`src/rtl/i2cseq_pkg.sv`:
```
package i2cseq_pkg;

  typedef enum logic [2:0] {
    BC_NOP   = 3'd0,
    BC_START = 3'd1,
    BC_STOP  = 3'd2,
    BC_WRITE = 3'd3,
    BC_READ  = 3'd4
  } bcmd_e;

  typedef enum logic [2:0] {
    S_IDLE,
    S_START,
    S_DATA,
    S_ACK,
    S_STOP
  } seq_state_e;

  typedef struct packed {
    logic start;
    logic stop;
    logic rd;
    logic wr;
    logic ackv;
  } seq_cmd_t;

endpackage

```
`src/rtl/i2cseq_shift.sv`:
```
module i2cseq_shift #(
  parameter int unsigned DW = 8
) (
  input  logic          clk_i,
  input  logic          rst_ni,
  input  logic          load_i,
  input  logic [DW-1:0] data_i,
  input  logic          shift_i,
  input  logic          in_bit_i,
  output logic [DW-1:0] q_o
);

  always_ff @(posedge clk_i or negedge rst_ni) begin
    if (!rst_ni)      q_o <= '0;
    else if (load_i)  q_o <= data_i;
    else if (shift_i) q_o <= {q_o[DW-2:0], in_bit_i};
  end

endmodule

```
`src/rtl/i2cseq_cnt.sv`:
```
module i2cseq_cnt #(
  parameter int unsigned DW = 8
) (
  input  logic clk_i,
  input  logic rst_ni,
  input  logic load_i,
  input  logic dec_i,
  output logic last_o
);

  localparam int unsigned CW = (DW > 1) ? $clog2(DW) : 1;
  localparam logic [CW-1:0] TOP = CW'(DW - 1);

  logic [CW-1:0] cnt_q;

  always_ff @(posedge clk_i or negedge rst_ni) begin
    if (!rst_ni)                      cnt_q <= '0;
    else if (load_i)                  cnt_q <= TOP;
    else if (dec_i && cnt_q != '0)    cnt_q <= cnt_q - 1'b1;
  end

  assign last_o = (cnt_q == '0);

endmodule

```
`src/rtl/i2cseq_fsm.sv`:
```
module i2cseq_fsm
  import i2cseq_pkg::*;
(
  input  logic     clk_i,
  input  logic     rst_ni,
  input  logic     cmd_valid_i,
  input  seq_cmd_t cmd_i,
  input  logic     bit_ack_i,
  input  logic     arb_lost_i,
  input  logic     last_i,
  output bcmd_e    bit_cmd_o,
  output logic     accept_o,
  output logic     data_step_o,
  output logic     rd_fin_o,
  output logic     ack_cap_o,
  output logic     in_data_o,
  output logic     rd_mode_o,
  output logic     ackv_o,
  output logic     done_o
);

  seq_state_e st_q, st_n;
  seq_cmd_t   cq;
  logic       done_n;
  logic       step;

  // next phase after START (or immediately on accept)
  function automatic seq_state_e after_start(input seq_cmd_t c);
    if (c.rd || c.wr) return S_DATA;
    if (c.stop)       return S_STOP;
    return S_IDLE;
  endfunction

  assign accept_o = (st_q == S_IDLE) && cmd_valid_i;
  assign step     = bit_ack_i && !arb_lost_i;

  always_comb begin
    st_n   = st_q;
    done_n = 1'b0;
    unique case (st_q)
      S_IDLE: if (cmd_valid_i) begin
        st_n   = cmd_i.start ? S_START : after_start(cmd_i);
        done_n = (st_n == S_IDLE);
      end
      S_START: if (step) begin
        st_n   = after_start(cq);
        done_n = (st_n == S_IDLE);
      end
      S_DATA: if (step && last_i) st_n = S_ACK;
      S_ACK: if (step) begin
        st_n   = cq.stop ? S_STOP : S_IDLE;
        done_n = !cq.stop;
      end
      S_STOP: if (step) begin
        st_n   = S_IDLE;
        done_n = 1'b1;
      end
      default: st_n = S_IDLE;
    endcase
    if (st_q != S_IDLE && arb_lost_i) begin
      st_n   = S_IDLE;
      done_n = 1'b1;
    end
  end

  always_ff @(posedge clk_i or negedge rst_ni) begin
    if (!rst_ni) begin
      st_q   <= S_IDLE;
      cq     <= '0;
      done_o <= 1'b0;
    end else begin
      st_q   <= st_n;
      done_o <= done_n;
      if (accept_o) cq <= cmd_i;
    end
  end

  always_comb begin
    unique case (st_q)
      S_START: bit_cmd_o = BC_START;
      S_DATA:  bit_cmd_o = cq.rd ? BC_READ : BC_WRITE;
      S_ACK:   bit_cmd_o = cq.rd ? BC_WRITE : BC_READ;
      S_STOP:  bit_cmd_o = BC_STOP;
      default: bit_cmd_o = BC_NOP;
    endcase
  end

  // read takes precedence when both data directions are requested
  assign in_data_o   = (st_q == S_DATA);
  assign data_step_o = in_data_o && step;
  assign rd_fin_o    = data_step_o && last_i && cq.rd;
  assign ack_cap_o   = (st_q == S_ACK) && step && !cq.rd;
  assign rd_mode_o   = cq.rd;
  assign ackv_o      = cq.ackv;

endmodule

```
`src/rtl/i2c_byte_seq.sv`:
```
module i2c_byte_seq
  import i2cseq_pkg::*;
#(
  parameter int unsigned DW = 8
) (
  input  logic          clk_i,
  input  logic          rst_ni,
  input  logic          cmd_valid_i,
  input  logic [7:3]    cmd_i,
  input  logic [DW-1:0] tx_byte_i,
  output logic [2:0]    bit_cmd_o,
  output logic          bit_wr_o,
  input  logic          bit_ack_i,
  input  logic          bit_rd_i,
  input  logic          arb_lost_i,
  output logic [DW-1:0] rx_byte_o,
  output logic          rx_ack_o,
  output logic          done_o
);

  seq_cmd_t      cmd_s;
  bcmd_e         bc;
  logic          accept, data_step, rd_fin, ack_cap;
  logic          in_data, rd_mode, ackv, last;
  logic [DW-1:0] sh_q;

  assign cmd_s = '{start: cmd_i[7], stop: cmd_i[6], rd: cmd_i[5],
                   wr: cmd_i[4], ackv: cmd_i[3]};

  i2cseq_fsm i_fsm (
    .clk_i       (clk_i),
    .rst_ni      (rst_ni),
    .cmd_valid_i (cmd_valid_i),
    .cmd_i       (cmd_s),
    .bit_ack_i   (bit_ack_i),
    .arb_lost_i  (arb_lost_i),
    .last_i      (last),
    .bit_cmd_o   (bc),
    .accept_o    (accept),
    .data_step_o (data_step),
    .rd_fin_o    (rd_fin),
    .ack_cap_o   (ack_cap),
    .in_data_o   (in_data),
    .rd_mode_o   (rd_mode),
    .ackv_o      (ackv),
    .done_o      (done_o)
  );

  i2cseq_shift #(.DW(DW)) i_shift (
    .clk_i    (clk_i),
    .rst_ni   (rst_ni),
    .load_i   (accept),
    .data_i   (tx_byte_i),
    .shift_i  (data_step),
    .in_bit_i (bit_rd_i),
    .q_o      (sh_q)
  );

  i2cseq_cnt #(.DW(DW)) i_cnt (
    .clk_i  (clk_i),
    .rst_ni (rst_ni),
    .load_i (accept),
    .dec_i  (data_step),
    .last_o (last)
  );

  always_ff @(posedge clk_i or negedge rst_ni) begin
    if (!rst_ni) begin
      rx_byte_o <= '0;
      rx_ack_o  <= 1'b0;
    end else begin
      if (rd_fin)  rx_byte_o <= {sh_q[DW-2:0], bit_rd_i};
      if (ack_cap) rx_ack_o  <= bit_rd_i;
    end
  end

  assign bit_cmd_o = bc;
  // released (1) whenever the bit value is not meaningful
  assign bit_wr_o  = in_data ? (rd_mode ? 1'b1 : sh_q[DW-1])
                             : (rd_mode ? ackv : 1'b1);

endmodule

```
`config.mk`:
```
export PLATFORM = sky130hd
export DESIGN_NAME = i2c_byte_seq
export DESIGN_NICKNAME = d
export VERILOG_FILES = /design/src/rtl/i2cseq_pkg.sv /design/src/rtl/i2cseq_shift.sv /design/src/rtl/i2cseq_cnt.sv /design/src/rtl/i2cseq_fsm.sv /design/src/rtl/i2c_byte_seq.sv
export SDC_FILE = /design/constraint.sdc
export NUM_CORES = 1
export LEC_CHECK = 0
export ABC_AREA = 1
export BUFFER_PORTS_ARGS = -buffer_cell sky130_fd_sc_hd__clkbuf_2
export CORE_ASPECT_RATIO = 0.5
export CORE_MARGIN = 10
export CORE_UTILIZATION = 58
export DETAILED_ROUTE_END_ITERATION = 16
export GPL_TIMING_DRIVEN = 0
export PLACE_DENSITY = 0.84
export SETUP_SLACK_MARGIN = 0.4
export SYNTH_ARGS = -nofsm -noshare
export SYNTH_HDL_FRONTEND = slang
export SYNTH_SLANG_ARGS = --single-unit
```
`constraint.sdc`:
```
create_clock -name clk_i -period 2.2 [get_ports clk_i]
set_input_delay 0.33 -clock clk_i [delete_from_list [all_inputs] [get_ports clk_i]]
set_output_delay 0.33 -clock clk_i [all_outputs]
set_load 0.02 [all_outputs]
```
Yosys cells after proc, flatten, opt, wreduce, memory -nomap -nowiden. Cells that the tools add are included.

Register bits after elaboration: 28. Latch bits: 0. RAM bits: 0. Memory bits (read-only): 0. Input bits: 19. Output and inout bits: 14. Logic and storage cells: 95. Memories kept: 0.

$add $sub $neg: 1. $mul: 0. Divide/modulo/power cells: 0. $lt $le $gt $ge: 0. Equal/unequal tests: 9. Shift operators: 0. Multiplexer cells: 51. Bitwise gates (word level): 0. Reductions and logical operators: 24.

Operator list (number): 3-bit 2-to-1 mux (24); 1-bit 2-to-1 mux (22); 8-bit 2-to-1 mux (2); 3-bit case mux with 5 select lines (1); 3-bit logical NOT (4); 3-bit case mux with 4 select lines (1); 1-bit logical AND (10); 3-bit by 1-bit != test with 1-bit output (second input constant) (3); 3-bit by 2-bit equality test with 1-bit output (second input constant) (2); 3-bit != test (second input constant) (2); 3-bit nonzero test (2); 5-bit AND reduction (1); 1-bit case mux with 4 select lines (1); 2-bit nonzero test (2); 3-bit by 1-bit equality test with 1-bit output (second input constant) (1); 3-bit equality test (second input constant) (1); 1-bit logical NOT (3); 3-bit by 1-bit subtractor with 3-bit output (second input constant) (1); 1-bit logical OR (2).

Depth between registers and ports, before layout.
Word-level depth: 16. Depth in mapped cells: 10. Gate-level depth less buffers: 10.

Hierarchy. Synthesis repeated with hierarchy kept, for this count alone.

Cells, all modules: 195. Area total of the unflattened synthesis: 1478.9 um2.

Modules (own cells, without submodules): i2cseq_fsm (instances 1, cells an instance 86, area an instance 558.0 um2, sequential area each 200.2 um2); i2cseq_shift (instances 1, cells an instance 44, area an instance 374.1 um2, sequential area each 200.2 um2); i2c_byte_seq (instances 1, cells an instance 43, area an instance 372.9 um2, sequential area each 225.2 um2); i2cseq_cnt (instances 1, cells an instance 22, area an instance 173.9 um2, sequential area each 75.1 um2).

Worst setup path after synthesis. No wires, ideal clock.

Path type: reg2out. From: register i_fsm.st_q[0]. To: output port bit_cmd_o[2]. Arrival time: 1.145 ns. Data required time: 1.870 ns. Path slack: 0.725 ns. Cell stages (with the launch flop): 4. Path buffers: 0. Cells stage by stage: dfrtp_1 -> inv_1 -> nand3_4 -> o21ai_0.

Longest elaborated chain between the ends: 2. Elaborated cells on any way between the ends: 5. Classes of those cells: 4 x eq/ne; 1 x mux.

RTL lines: start: declaration (line i2cseq_fsm.sv:22) `seq_state_e st_q, st_n;`; start signal: assignment (line i2cseq_fsm.sv:72) `st_q <= st_n;`; 3-bit equality test, or another cell as far along (line i2cseq_fsm.sv:79) `unique case (st_q)`; 3-bit case mux with 4 select lines (*) (line i2cseq_fsm.sv:79); end: declaration (line i2c_byte_seq.sv:11) `output logic [2:0] bit_cmd_o,`.

Every way passes the cells marked *; elsewhere a longest branch is shown, timed or not.

Final worst setup path.
From: register i_fsm.st_q[2]. To: output port bit_cmd_o[1].

Same word-level chain as after synthesis.

==> run summary <==
From synthesis to final layout, the design area changed by 19.0%. The clock tree skew after final layout is 0.00392 ns. The core region is between 0.002 and 0.003 mm^2. The total number of H-tree levels is 1. The number of placement rows is 13.

The worst-case headroom to the max-slew limit came out at a little over half. The I/O pin count came out at 33. Setup repair after global routing could not meet its margin everywhere.

Global routing consumed, on the met2 layer, between 20% and 30% of the routing resources. The required time of the worst setup path came out at approximately 1.9 ns. Setup violations remaining at the end of the flow were counted as 0. The flow ran to the end, and the final reports show no timing, DRC or antenna violations. The tool flagged a number of max-cap violations equal to 0. The total via count after detailed routing came out at ~1.3k. The number of nets in the layout is around 260.

The via density per instance came out at 4.95. In the layout the commonest cells are sky130_fd_sc_hd__nand2_1, sky130_fd_sc_hd__clkbuf_2, sky130_fd_sc_hd__inv_1. The number of antenna violations at the first check in global routing came out at 0.

The clock reaches the later pin of the worst-skew pair after between 0.2 and 0.3 ns. From bottom edge to top edge, the die measures ~57 um. The combined global-route utilization of all metal layers is 13.2%. The multi-input gate area in the final layout is approximately 730 um^2.

The maximum number of pins on one net before global-route repair is 29. The remaining global-route overflow came out at 0. The number of nets in the synthesized netlist is between 200 and 250. Once detailed placement completed, the half-perimeter wirelength came to about 2700 um. The count of routing violations after the opening detailed-route iteration came out at between 80 and 90. For this run, the detailed router's first-pass iteration total came to 4.

TritonCTS built the clock tree. The total placed instance area came out at ~0.0018 mm^2. The remaining routing DRC violations is 0. The antenna violation net count after detailed routing is 0.

The worst path in the final design needs a cycle of 1.77 ns, including I/O delays and setup. The minimum setup slack among reg-to-reg paths is around 0.63 ns. The die span in x came out at between 90 and 100 um. STA classifies the critical path startpoint as a flop.

The clock passes through at most 2 buffers. The achievable clock frequency is between 0.5 and 0.6 GHz. The number of hold-repair buffers added at the cts stage came out at 0. Across all hold checks on the routed design, the worst slack comes to 0.0791 ns. IR analysis of the VDD net gives a maximum drop of 0.646 mV. The number of different library cells in the post-synthesis netlist came out at 24. The type of the setup path with the least slack is reg -> out.

After clock tree synthesis, the clock-pin slew on the worst setup and hold paths is 0.10 ns. Summed over all failing endpoints, the final setup total negative slack is 0 ns. The area enclosed by the die boundary is about 0.0053 mm^2. The post-detailed-routing wire length is ~3400 um. The via count of the first global-routing pass is ~1.3k. Once layout is done, the placed cells without fillers occupy ~0.0019 mm^2. The number of warning messages in the yosys log came out at 0. The layout filler cell count came out at roughly 210. Sequential cells were found to cover 44.3% of the synthesized design area. For the worst flop-to-flop path, the logic depth is 10. The antenna diode count is 0. The number of hold violations in the final report came out at 0. Leaving out fill and tap cells, the most frequent cell in the layout is sky130_fd_sc_hd__nand2_1. TritonCTS created 3 clock buffers. The root buffer cell chosen for the clock tree is sky130_fd_sc_hd__clkbuf_8. The met3 track demand over resource in global routing is under 10%. The tightest min-delay check is of the in -> async type. The synthesized netlist occupies a cell area of approximately 0.0016 mm^2. The flop and latch count out of synthesis came out at 28. In this run the critical register-to-register path is launched from i_cnt.cnt_q[0].

The slew of the pin with the lowest slew margin came out at a little under 0.7 ns. The routability congestion estimate from global placement came out at approximately 0.88. The clock sink total came out at 28. The worst register-to-register path ends at i_fsm.st_q[0]. Of the cells placed in the final design, the portion with a size suffix greater than 1 is between 20% and 30%. The analysis attributes to cell leakage a power of 0.00102 uW. The wire length of the first global-routing pass came out at a little under 6000 um. The per-cell routed wire length is 12.5 um.

In the final layout, flip-flops and latches occupy roughly 700 um^2. The synthesized instance count came out at slightly below 200. The post-synthesis average cell area came out at 8.07 um^2. The final count of pins violating max slew was 0. The worst setup path is captured at a primary output. The met1 capacity usage during global routing is between 15 and 20%.

Dividing the final minimum period by the clock period gives between 80% and 90%. For this design the ratio of total power to cell area is ~1300 mW/mm^2. For this configuration, the core starts out at a cell density of between 60% and 70%. At the end of the flow the core is filled with cells to 72.3%. In this run the most used layer during global routing was met2. The number of buffers inserted by port buffering came out at 32.

The largest driver fanout on the critical path is 5. The arrival time of the worst setup path came out at approximately 1.4 ns.
## how the worst max path moves through the flow
stage	from	to	slack [ns]
2_1_floorplan	i_fsm.st_q[0]	bit_cmd_o[2]	0.73
3_3_place_gp	i_fsm.st_q[2]	bit_cmd_o[1]	0.57
3_5_place_dp	i_fsm.st_q[2]	bit_cmd_o[1]	0.58
4_1_cts	i_fsm.st_q[1]	bit_cmd_o[1]	0.39
5_1_grt	i_fsm.st_q[2]	bit_cmd_o[1]	0.34
6_report	i_fsm.st_q[2]	bit_cmd_o[1]	0.43
## cells in the mapped netlist
| cell type | count | share of area, % |
|---|---|---|
| sky130_fd_sc_hd__nand2_4 | 2 | 1.4 |
| sky130_fd_sc_hd__inv_4 | 1 | 0.40 |
| sky130_fd_sc_hd__o21ai_0 | 5 | 1.6 |
| sky130_fd_sc_hd__nor2_4 | 4 | 2.8 |
| sky130_fd_sc_hd__o21ai_1 | 10 | 3.2 |
| sky130_fd_sc_hd__ha_1 | 2 | 1.6 |
| sky130_fd_sc_hd__o21ai_2 | 8 | 4.4 |
| sky130_fd_sc_hd__nor2_1 | 18 | 4.3 |
| sky130_fd_sc_hd__a21oi_1 | 12 | 3.8 |
| sky130_fd_sc_hd__inv_2 | 1 | 0.24 |
| sky130_fd_sc_hd__o211ai_1 | 1 | 0.47 |
| sky130_fd_sc_hd__inv_1 | 28 | 6.6 |
| sky130_fd_sc_hd__a22oi_1 | 1 | 0.47 |
| sky130_fd_sc_hd__nor2_8 | 1 | 1.3 |
| sky130_fd_sc_hd__buf_6 | 3 | 2.1 |
| sky130_fd_sc_hd__nand4_1 | 1 | 0.40 |
| sky130_fd_sc_hd__dfrtp_1 | 28 | 44 |
| sky130_fd_sc_hd__buf_4 | 1 | 0.47 |
| sky130_fd_sc_hd__nand2_2 | 1 | 0.40 |
| sky130_fd_sc_hd__nand3_4 | 2 | 2.2 |
| sky130_fd_sc_hd__nand2_1 | 48 | 11 |
| sky130_fd_sc_hd__nand3_1 | 16 | 5.1 |
| sky130_fd_sc_hd__nand3_2 | 1 | 0.63 |
| sky130_fd_sc_hd__nor2_2 | 1 | 0.40 |
## report_power, final
part	internal [uW]	leakage, uW	switching (uW)	total [uW]
sequential	693	0.000343	145	838
combinational	401	0.000638	725	1130
clock	244	0.0000357	166	410
total	1340	0.00102	1040	2370
## timing repair
action | 4_1_cts | 5_1_grt
endpoints found under the setup margin | 3 | 7
resized for setup | 4 | 5
buffers inserted | 1 | 0
cloned | 0 | 0
## stage by stage
stage,instances,setup WS [ns],power [uW]
3_3_place_gp,265,0.571,1910
6_report,270,0.432,2370
2_1_floorplan,196,0.725,1660
5_1_grt,270,0.338,2580
3_5_place_dp,265,0.576,1950
4_1_cts,270,0.386,2390
## area by class of cell
type	instances	area share (%)
multi-input cells	134	39.0
flip-flops and latches	28	37.4
repair buffers	33	9.04
inverters	30	6.12
well taps	37	2.46
clock buffers	3	2.19
plain buffers	4	2.19
clock inverters	1	1.60
## state kept, by name, summed over array words and instances (netlist names)
register         flops
i_fsm.rd_mode_o      1
rx_byte_o            8
i_fsm.st_q           3
i_fsm.ackv_o         1
rx_ack_o             1
i_shift.q_o          8
i_cnt.cnt_q          3
i_fsm.done_o         1
i_fsm.cq             2
## routing by layer
| metal | vias up | share of wire [%] | wire length [um] |
|---|---|---|---|
| met2 | 32 | 50 | 1700 |
| met4 | 0 | 0.24 | 8 |
| met1 | 607 | 44 | 1490 |
| met5 | - | 0 | 0 |
| met3 | 2 | 5.7 | 192 |
| li1 | 696 | - | - |
## cell families after synthesis
logic type                 after synthesis  synth area share (%)
buffers and inverters                   34                  9.89
AOI/OAI and AO/OA                       37                  13.9
and+or+nand+nor                         95                  30.3
adders and majority gates                2                  1.58
DFF                                     28                  44.3
## critical path, stage by stage, from the launching register on
cell and delay, ns:
sky130_fd_sc_hd__dfrtp_1 0.42, sky130_fd_sc_hd__inv_2 0.12, sky130_fd_sc_hd__nand2_1 0.11, sky130_fd_sc_hd__nor2_4 0.13, sky130_fd_sc_hd__nand2_1 0.08, sky130_fd_sc_hd__o211ai_1 0.11, sky130_fd_sc_hd__buf_4 0.18
No activity file was read; power rests on OpenSTA's default activity.
